<file path="src/rtl/frame_irq_pkg.sv">
// Shared constants and types for the frame interrupt sequencer.
// Assumes three status events; bit order is fixed and visible to software.
package frame_irq_pkg;
    localparam int IRQ_N = 3;
    localparam int B_START = 0;
    localparam int B_MATCH = 1;
    localparam int B_END   = 2;

    typedef enum logic [1:0] {
        RX_IDLE = 2'd0,
        RX_HDR  = 2'd1,
        RX_BODY = 2'd2
    } rx_state_t;
endpackage

</file>
<file path="src/rtl/frame_rx_tracker.sv">
// Follows one received frame octet by octet and emits single-cycle event
// pulses for start, address match and end.
// Assumes: at most one octet per cycle; the length field sits in the low
// LEN_W bits of the header octet; abort overrides everything.
module frame_rx_tracker
    import frame_irq_pkg::*;
#(
    parameter int OCT_W = 8,
    parameter int LEN_W = 7
) (
    input  logic             clk,
    input  logic             rst_n,
    input  logic             octet_vld,
    input  logic [OCT_W-1:0] octet_data,
    input  logic             sfd_det,
    input  logic             addr_match,
    input  logic [LEN_W-1:0] hdr_len,
    input  logic             abort,
    output logic             ev_start,
    output logic             ev_match,
    output logic             ev_end,
    output logic             rx_busy
);
    localparam int WW = LEN_W + 1;

    rx_state_t        state;
    logic [LEN_W-1:0] frm_len;
    logic [LEN_W-1:0] mhr_cap;
    logic             mhr_ok;
    logic [LEN_W-1:0] cnt;
    logic [LEN_W-1:0] cnt_nxt;
    logic [LEN_W-1:0] phr;
    logic             take_body;
    logic             mhr_fits;

    // Decode the header octet and the next body position.
    always_comb begin
        phr       = octet_data[LEN_W-1:0];
        cnt_nxt   = cnt + 1'b1;
        take_body = (state == RX_BODY) && octet_vld;
        mhr_fits  = (hdr_len != '0) &&
                    ((WW'(hdr_len) + WW'(2)) < WW'(phr));
    end

    // Event pulses; abort suppresses all of them.
    always_comb begin
        ev_start = !abort && (state == RX_HDR) && octet_vld && (phr != '0);
        ev_match = !abort && take_body && mhr_ok &&
                   (cnt_nxt == mhr_cap) && addr_match;
        ev_end   = !abort && take_body && (cnt_nxt == frm_len);
        rx_busy  = (state == RX_BODY);
    end

    // Frame state, captured lengths and body octet counter.
    always_ff @(posedge clk) begin
        if (!rst_n) begin
            state   <= RX_IDLE;
            frm_len <= '0;
            mhr_cap <= '0;
            mhr_ok  <= 1'b0;
            cnt     <= '0;
        end else if (abort) begin
            state <= RX_IDLE;
        end else begin
            unique case (state)
                RX_IDLE: if (sfd_det) state <= RX_HDR;
                RX_HDR: if (octet_vld) begin
                    if (phr == '0) begin
                        state <= RX_IDLE;
                    end else begin
                        state   <= RX_BODY;
                        frm_len <= phr;
                        mhr_cap <= hdr_len;
                        mhr_ok  <= mhr_fits;
                        cnt     <= '0;
                    end
                end
                RX_BODY: if (octet_vld) begin
                    cnt <= cnt_nxt;
                    if (cnt_nxt == frm_len) state <= RX_IDLE;
                end
                default: state <= RX_IDLE;
            endcase
        end
    end
endmodule

</file>
<file path="src/rtl/irq_status_reg.sv">
// Sticky interrupt status with clear-on-read and a masked combined line.
// Assumes a set arriving in the read cycle must survive the clear.
module irq_status_reg #(
    parameter int N = 3
) (
    input  logic         clk,
    input  logic         rst_n,
    input  logic [N-1:0] set,
    input  logic         rd,
    input  logic [N-1:0] mask,
    output logic [N-1:0] stat,
    output logic         irq
);
    // Hold bits, clear on read, let new events win over the clear.
    always_ff @(posedge clk) begin
        if (!rst_n) stat <= '0;
        else        stat <= (rd ? '0 : stat) | set;
    end

    // Combine enabled bits into one line.
    always_comb irq = |(stat & mask);
endmodule

</file>
<file path="src/rtl/frame_irq_seq.sv">
// Top of the frame interrupt sequencer: joins the receive tracker and the
// transmit-done flag into the status register.
// Assumes tx_done is a one-cycle pulse from the transmit path.
module frame_irq_seq
    import frame_irq_pkg::*;
#(
    parameter int OCT_W = 8,
    parameter int LEN_W = 7
) (
    input  logic             clk,
    input  logic             rst_n,
    input  logic             octet_vld,
    input  logic [OCT_W-1:0] octet_data,
    input  logic             sfd_det,
    input  logic             addr_match,
    input  logic [LEN_W-1:0] hdr_len,
    input  logic             abort,
    input  logic             tx_done,
    input  logic             stat_rd,
    input  logic [IRQ_N-1:0] irq_mask,
    output logic [IRQ_N-1:0] irq_stat,
    output logic             irq
);
    logic             ev_start;
    logic             ev_match;
    logic             ev_end;
    logic             rx_busy;
    logic [IRQ_N-1:0] ev_set;

    frame_rx_tracker #(.OCT_W(OCT_W), .LEN_W(LEN_W)) u_rx (
        .clk        (clk),
        .rst_n      (rst_n),
        .octet_vld  (octet_vld),
        .octet_data (octet_data),
        .sfd_det    (sfd_det),
        .addr_match (addr_match),
        .hdr_len    (hdr_len),
        .abort      (abort),
        .ev_start   (ev_start),
        .ev_match   (ev_match),
        .ev_end     (ev_end),
        .rx_busy    (rx_busy)
    );

    // Map events to their status bit positions.
    always_comb begin
        ev_set          = '0;
        ev_set[B_START] = ev_start;
        ev_set[B_MATCH] = ev_match;
        ev_set[B_END]   = ev_end | tx_done;
    end

    irq_status_reg #(.N(IRQ_N)) u_stat (
        .clk   (clk),
        .rst_n (rst_n),
        .set   (ev_set),
        .rd    (stat_rd),
        .mask  (irq_mask),
        .stat  (irq_stat),
        .irq   (irq)
    );
endmodule

</file>
<file path="config.mk">
export PLATFORM = sky130hd
export DESIGN_NAME = frame_irq_seq
export DESIGN_NICKNAME = d
export VERILOG_FILES = /design/src/rtl/frame_irq_pkg.sv /design/src/rtl/frame_rx_tracker.sv /design/src/rtl/irq_status_reg.sv /design/src/rtl/frame_irq_seq.sv
export SDC_FILE = /design/constraint.sdc
export NUM_CORES = 1
export LEC_CHECK = 0
export CORE_UTILIZATION = 25
export DETAILED_ROUTE_END_ITERATION = 8
export PLACE_DENSITY_LB_ADDON = 0.1
export SETUP_SLACK_MARGIN = 0.2
export SLEW_MARGIN = 20
export SYNTH_ARGS = -nofsm -noshare
export SYNTH_HDL_FRONTEND = slang
export SYNTH_SLANG_ARGS = --single-unit
</file>
<file path="constraint.sdc">
create_clock -name clk -period 5.8 [get_ports clk]
set_clock_uncertainty 0.2 [all_clocks]
set_input_delay 1.16 -clock clk [delete_from_list [all_inputs] [get_ports clk]]
set_output_delay 1.16 -clock clk [all_outputs]
set_load 0.02 [all_outputs]
</file>
# --- Yosys cells after proc, flatten, opt, wreduce, memory -nomap -nowiden ---
# Index checks and enable logic that the tools add are counted.
# W data, S select, Z words.
totals:
  wordCells: 56
  output_inout_bits: 4
  register_bits: 27
  in_bits: 26
classes:
  bitwise: 6
  order_cmp: 1
  reduce_logical: 21
  n_eq_ne: 9
  addsub: 2
  muxes: 11
op_table:
  columns: ["operator", "n"]
  rows:
  - ["$mux W7", 3]
  - ["$eq A7 B7 Y1", 2]
  - ["$pmux W7 S2", 1]
  - ["$reduce_bool A7 Y1", 2]
  - ["$logic_and A1 B1 Y1", 10]
  - ["$mux W2", 5]
  - ["$add A7 B2 Y8 const B", 1]
  - ["$lt A8 B7 Y1", 1]
  - ["$ne A2 B2 Y1 const B", 4]
  - ["$reduce_and A4 Y1", 2]
  - ["$add A7 B1 Y7 const B", 1]
  - ["$logic_not A7 Y1", 1]
  - ["$pmux W2 S3", 1]
  - ["$reduce_and A5 Y1", 1]
  - ["$and A3 B3 Y3", 1]
  - ["$mux W3", 1]
  - ["$not A1 Y1", 3]
  - ["$or A3 B3 Y3", 1]
  - ["$reduce_or A3 Y1", 1]
  - ["$eq A2 B1 Y1 const B", 1]
  - ["$eq A2 B2 Y1 const B", 1]
  - ["$logic_not A2 Y1", 1]
  - ["$ne A2 B1 Y1 const B", 1]
  - ["$reduce_bool A2 Y1", 1]
  - ["3 further kinds", 3]

# --- Logic depth before layout (Yosys ltp) ---
depth:
  ltp_word: 7
  depth_mapped: 9
  depth_no_buf: 9

# --- Cells and area by module ---
# From an unflattened synthesis, not the netlist that was laid out.
hier_totals:
  hier_cells: 191
  area_unflattened_um2: 1714.1
by_module_without_submodules:
  columns: ["mod", "cells_per_inst", "n_inst", "seq_area_each_um2", "area_per_inst_um2"]
  rows:
  - ["frame_rx_tracker", 179, 1, 480.5, 1592.8]
  - ["irq_status_reg", 11, 1, 60.1, 115.1]
  - ["frame_irq_seq", 1, 1, 0.0, 6.3]

# --- Worst setup path before layout ---
# OpenSTA, ideal clock, no wires.
synth_path:
  path_kind: "in2out"
  from: "input irq_mask[0]"
  to: "output irq"
  setup_slack_ps: 2824
  stages: 2
  t_arrival_ps: 1616
  n_path_buf: 0
  required_time_ps: 4440
  path_cell_list: "a222oi_1 inv_1"
synth_via:
  elab_chain_cells: 2
synth_rtl:
  columns: ["item", "line", "rtl"]
  rows:
  - ["from (decl)", "frame_irq_seq.sv:20", "input logic [IRQ_N-1:0] irq_mask,"]
  - ["$and A3 B3 Y3", "irq_status_reg.sv:21", "always_comb irq = |(stat & mask);"]
  - ["$reduce_or A3 Y1", "irq_status_reg.sv:21", null]
  - ["to (decl)", "frame_irq_seq.sv:22", "output logic irq"]
# No other way between the ends.

# --- Worst setup path after layout ---
# Same ends and word-level chain as after synthesis.

==> out/metrics.csv <==
stage;metric;value;unit
global_route;antenna violations before repair;0;
power;P_leak;0.9066;nW
drt;antenna-violating nets left;0;
cts;Clock transition at path regs;0.09;ns
logic_synthesis;Mapped Area;1866;µm²
floorplan;Die X;88.39;µm
drt;post-DR vias/cell;4.459;
cts;largest buffer count on any clock path;2;
cts;CTS tree;yes;
min_path;Hold Startpoint;u_stat.stat[0]$_SDFF_PN0_;
floorplan;core footprint;7214;µm²
setup_path;Worst Path Max Fanout;1;
min_path;Hold Crit Class;register to register;
setup_path;worst r2r path cells;7;
setup_path;crit start category;input port;
timing;slew at the pin closest to its max-slew limit;0.9528;ns
power;maximum VDD drop;0.08377;mV
setup_path;CP Data Required Time;4.44;ns
global_route;total track usage;0.1284;
finish;fraction of layout cells with a size suffix above 1;0.04701;
power;PD cells;161.9;nW/µm²
setup_path;Setup Crit Path Kind;input port to output pin;
timing;min cycle time layout;3.835;ns
floorplan;die height;88.39;µm
logic_synthesis;syn nets;248;
place;RePlAce Congestion;0.7466;
cts;root buf cell;clkbuf_8;
setup_path;reg2reg start;u_rx.cnt[0]$_SDFFE_PN0P_;
global_route;largest net degree at the start of global routing;28;
cts;post-CTS setup buffers;0;
global_route;vias in the first global route;1398;
timing;Max Clk Rate;260.7;MHz
global_route;gr ovfl total;0;
place;dpl cell area;2198;µm²
floorplan;Die ar.;7812;µm²
cts;Clk Latency, worst-skew pair;0.28;ns
timing;final setup fails;0;
setup_path;arrival time at the worst endpoint;2.48;ns
finish;final instance area;2245;µm²
drt;router iterations before antenna repair;4;
logic_synthesis;Yosys warnings;0;
finish;diodes inserted;0;
run_status;status;finished clean;
timing;sum of negative setup slack;0;ns
timing;RSZ-0062 raised after global routing;false;
drt;final wirelength;4515;µm
global_route;first-pass GRT wire length;7514;µm
drt;Post-route DRC;0;
timing;Slew Limit Fails;0;
setup_path;reg2reg setup slack;3.32;ns
floorplan;# rows;31;
logic_synthesis;Post-Synthesis Mean Instance Area;8.841;µm²
drt;detailed-route via count;1485;
cts;clock sink count;27;
cts;Resized Gates After CTS;0;
timing;worst hold slack;0.2779;ns
finish;Area Overhead vs Synth;20.32;%
drt;mean routed wirelength per cell;13.56;µm
setup_path;reg2reg end;u_rx.state[1]$_SDFFE_PP0P_;
logic_synthesis;Synth cell types;44;
timing;Worst slew margin;0.3648;
cts;Max H-tree Level;1;
logic_synthesis;post-synthesis register bit count;27;
timing;period utilisation layout;0.6613;
timing;Final Hold Fails;0;
logic_synthesis;sequential fraction of the synthesis area;0.2897;
cts;Hold Buf Count CTS;0;
floorplan;Starting Density;0.2586;
place;DPL Wire Length;3527;µm
cts;TritonCTS Buffers;3;
drt;number of DRC markers in iteration 0;48;
min_path;Hold Path Sink;u_stat.stat[0]$_SDFF_PN0_;
finish;Layout Nets;272;
min_path;Hold Crit Depth;2;
job;Max Cap Viol;0;
setup_path;crit end category;output pin;
place;I/O Buffers;28;
floorplan;IO Count;30;
logic_synthesis;cells after synthesis;211;
## sequential cells by signal (all words and copies together) (netlist names)
signal,count
u_rx.cnt,7
u_stat.stat,3
u_rx.mhr_ok,1
u_rx.mhr_cap,7
u_rx.state,2
u_rx.frm_len,7
## critical path: stages
cell and delay [ns]:
clkdlybuf4s50_1 0.39, a222oi_1 0.32, inv_1 0.07, clkdlybuf4s50_1 0.53
## metrics by stage
stage / instances / setup WS [ns] / power (mW) / utilization
after CTS: 333 / 1.952 / 0.3713 / 0.3111
final: 333 / 1.965 / 0.3634 / 0.3111
after global placement: 329 / 1.902 / 0.2602 / 0.3047
after detailed placement: 329 / 1.916 / 0.2599 / 0.3047
after global routing: 333 / 1.886 / 0.3887 / 0.3111
after floorplan: 211 / 2.824 / 0.2277 / -
## worst max-delay path by stage
| stage | endpoint | start | slack (ns) |
|---|---|---|---|
| floorplan | irq | irq_mask[0] | 2.82 |
| global placement | u_rx.frm_len[2]$_SDFFE_PN0P_ | octet_data[4] | 1.90 |
| detailed placement | u_rx.frm_len[5]$_SDFFE_PN0P_ | octet_data[3] | 1.92 |
| CTS | irq | irq_mask[0] | 1.95 |
| global route | irq | irq_mask[0] | 1.89 |
| finish | irq | irq_mask[0] | 1.96 |
## cell usage after synthesis (all sizes together)
cell type	instances	share of area
nor3b	1	0.0040
xor2	6	0.028
a211oi	1	0.0040
nor4b	1	0.0047
dfxtp	27	0.29
and3	3	0.010
nand4	4	0.013
a21o	2	0.0080
a31oi	1	0.0034
or3	1	0.0034
o22ai	2	0.0067
a21boi	4	0.016
or4	1	0.0040
o221a	4	0.024
a41oi	2	0.0094
a21oi	5	0.013
or2	1	0.0034
o21a	1	0.0040
and2	1	0.0034
nand2b	4	0.013
nor3	3	0.0080
and4	1	0.0047
a222oi	1	0.0054
inv	16	0.032
nor4	4	0.021
o31ai	1	0.0040
nand2	13	0.026
clkbuf	3	0.0060
a221oi	1	0.0080
o21ai	8	0.023
nor2b	17	0.057
xnor2	14	0.066
buf	7	0.036
nor2	10	0.021
nand3	13	0.040
ha	11	0.074
xnor3	2	0.024
mux2i	14	0.075
## cell usage in the layout, fill, tap and decap left out, drive strengths merged, types with 2 or more instances in the layout
cell	Yosys	final
clkdlybuf4s50	0	28
dfxtp	27	27
nor2b	17	17
inv	16	16
xnor2	14	14
mux2i	14	14
nand2	13	13
nand3	13	13
ha	11	11
nor2	10	10
o21ai	8	8
xor2	6	6
a21oi	5	5
o221a	4	4
nand2b	4	4
nand4	4	4
a21boi	4	4
nor4	4	4
and3	3	3
nor3	3	3
clkbuf	3	3
a41oi	2	2
xnor3	2	2
o22ai	2	2
a21o	2	2
## logic make-up after synthesis
logic type / Yosys count / share of synthesized area
xor+xnor: 22 / 0.1180
fa+ha+maj: 11 / 0.07377
buf+inv: 26 / 0.07444
simple gates: 78 / 0.2388
compound gates: 33 / 0.1301
mux: 14 / 0.07512
flops: 27 / 0.2897
## final cells by class
class / instances / area [µm²]
fill: 793 / 4970
multi-input combinational: 158 / 1186
sequential: 27 / 540.5
timing repair buffer: 29 / 287.8
tap: 99 / 123.9
inverter: 16 / 60.06
clock buffer: 3 / 41.29
clock inverter: 1 / 5.005
## layer usage
layer	GRT usage	vias up	wire [µm]
met5	0	-	0
met4	0.03959	0	66
met3	0.01959	5	97
met2	0.2112	20	2124
met1	0.1728	682	2227
li1	-	778	-
## power breakdown
group / total, mW / switching [mW] / internal [mW]
clock: 0.109 / 0.0606 / 0.0482
sequential: 0.190 / 0.00226 / 0.188
combinational: 0.0643 / 0.0300 / 0.0343
Power figures use the tool's default switching activity.
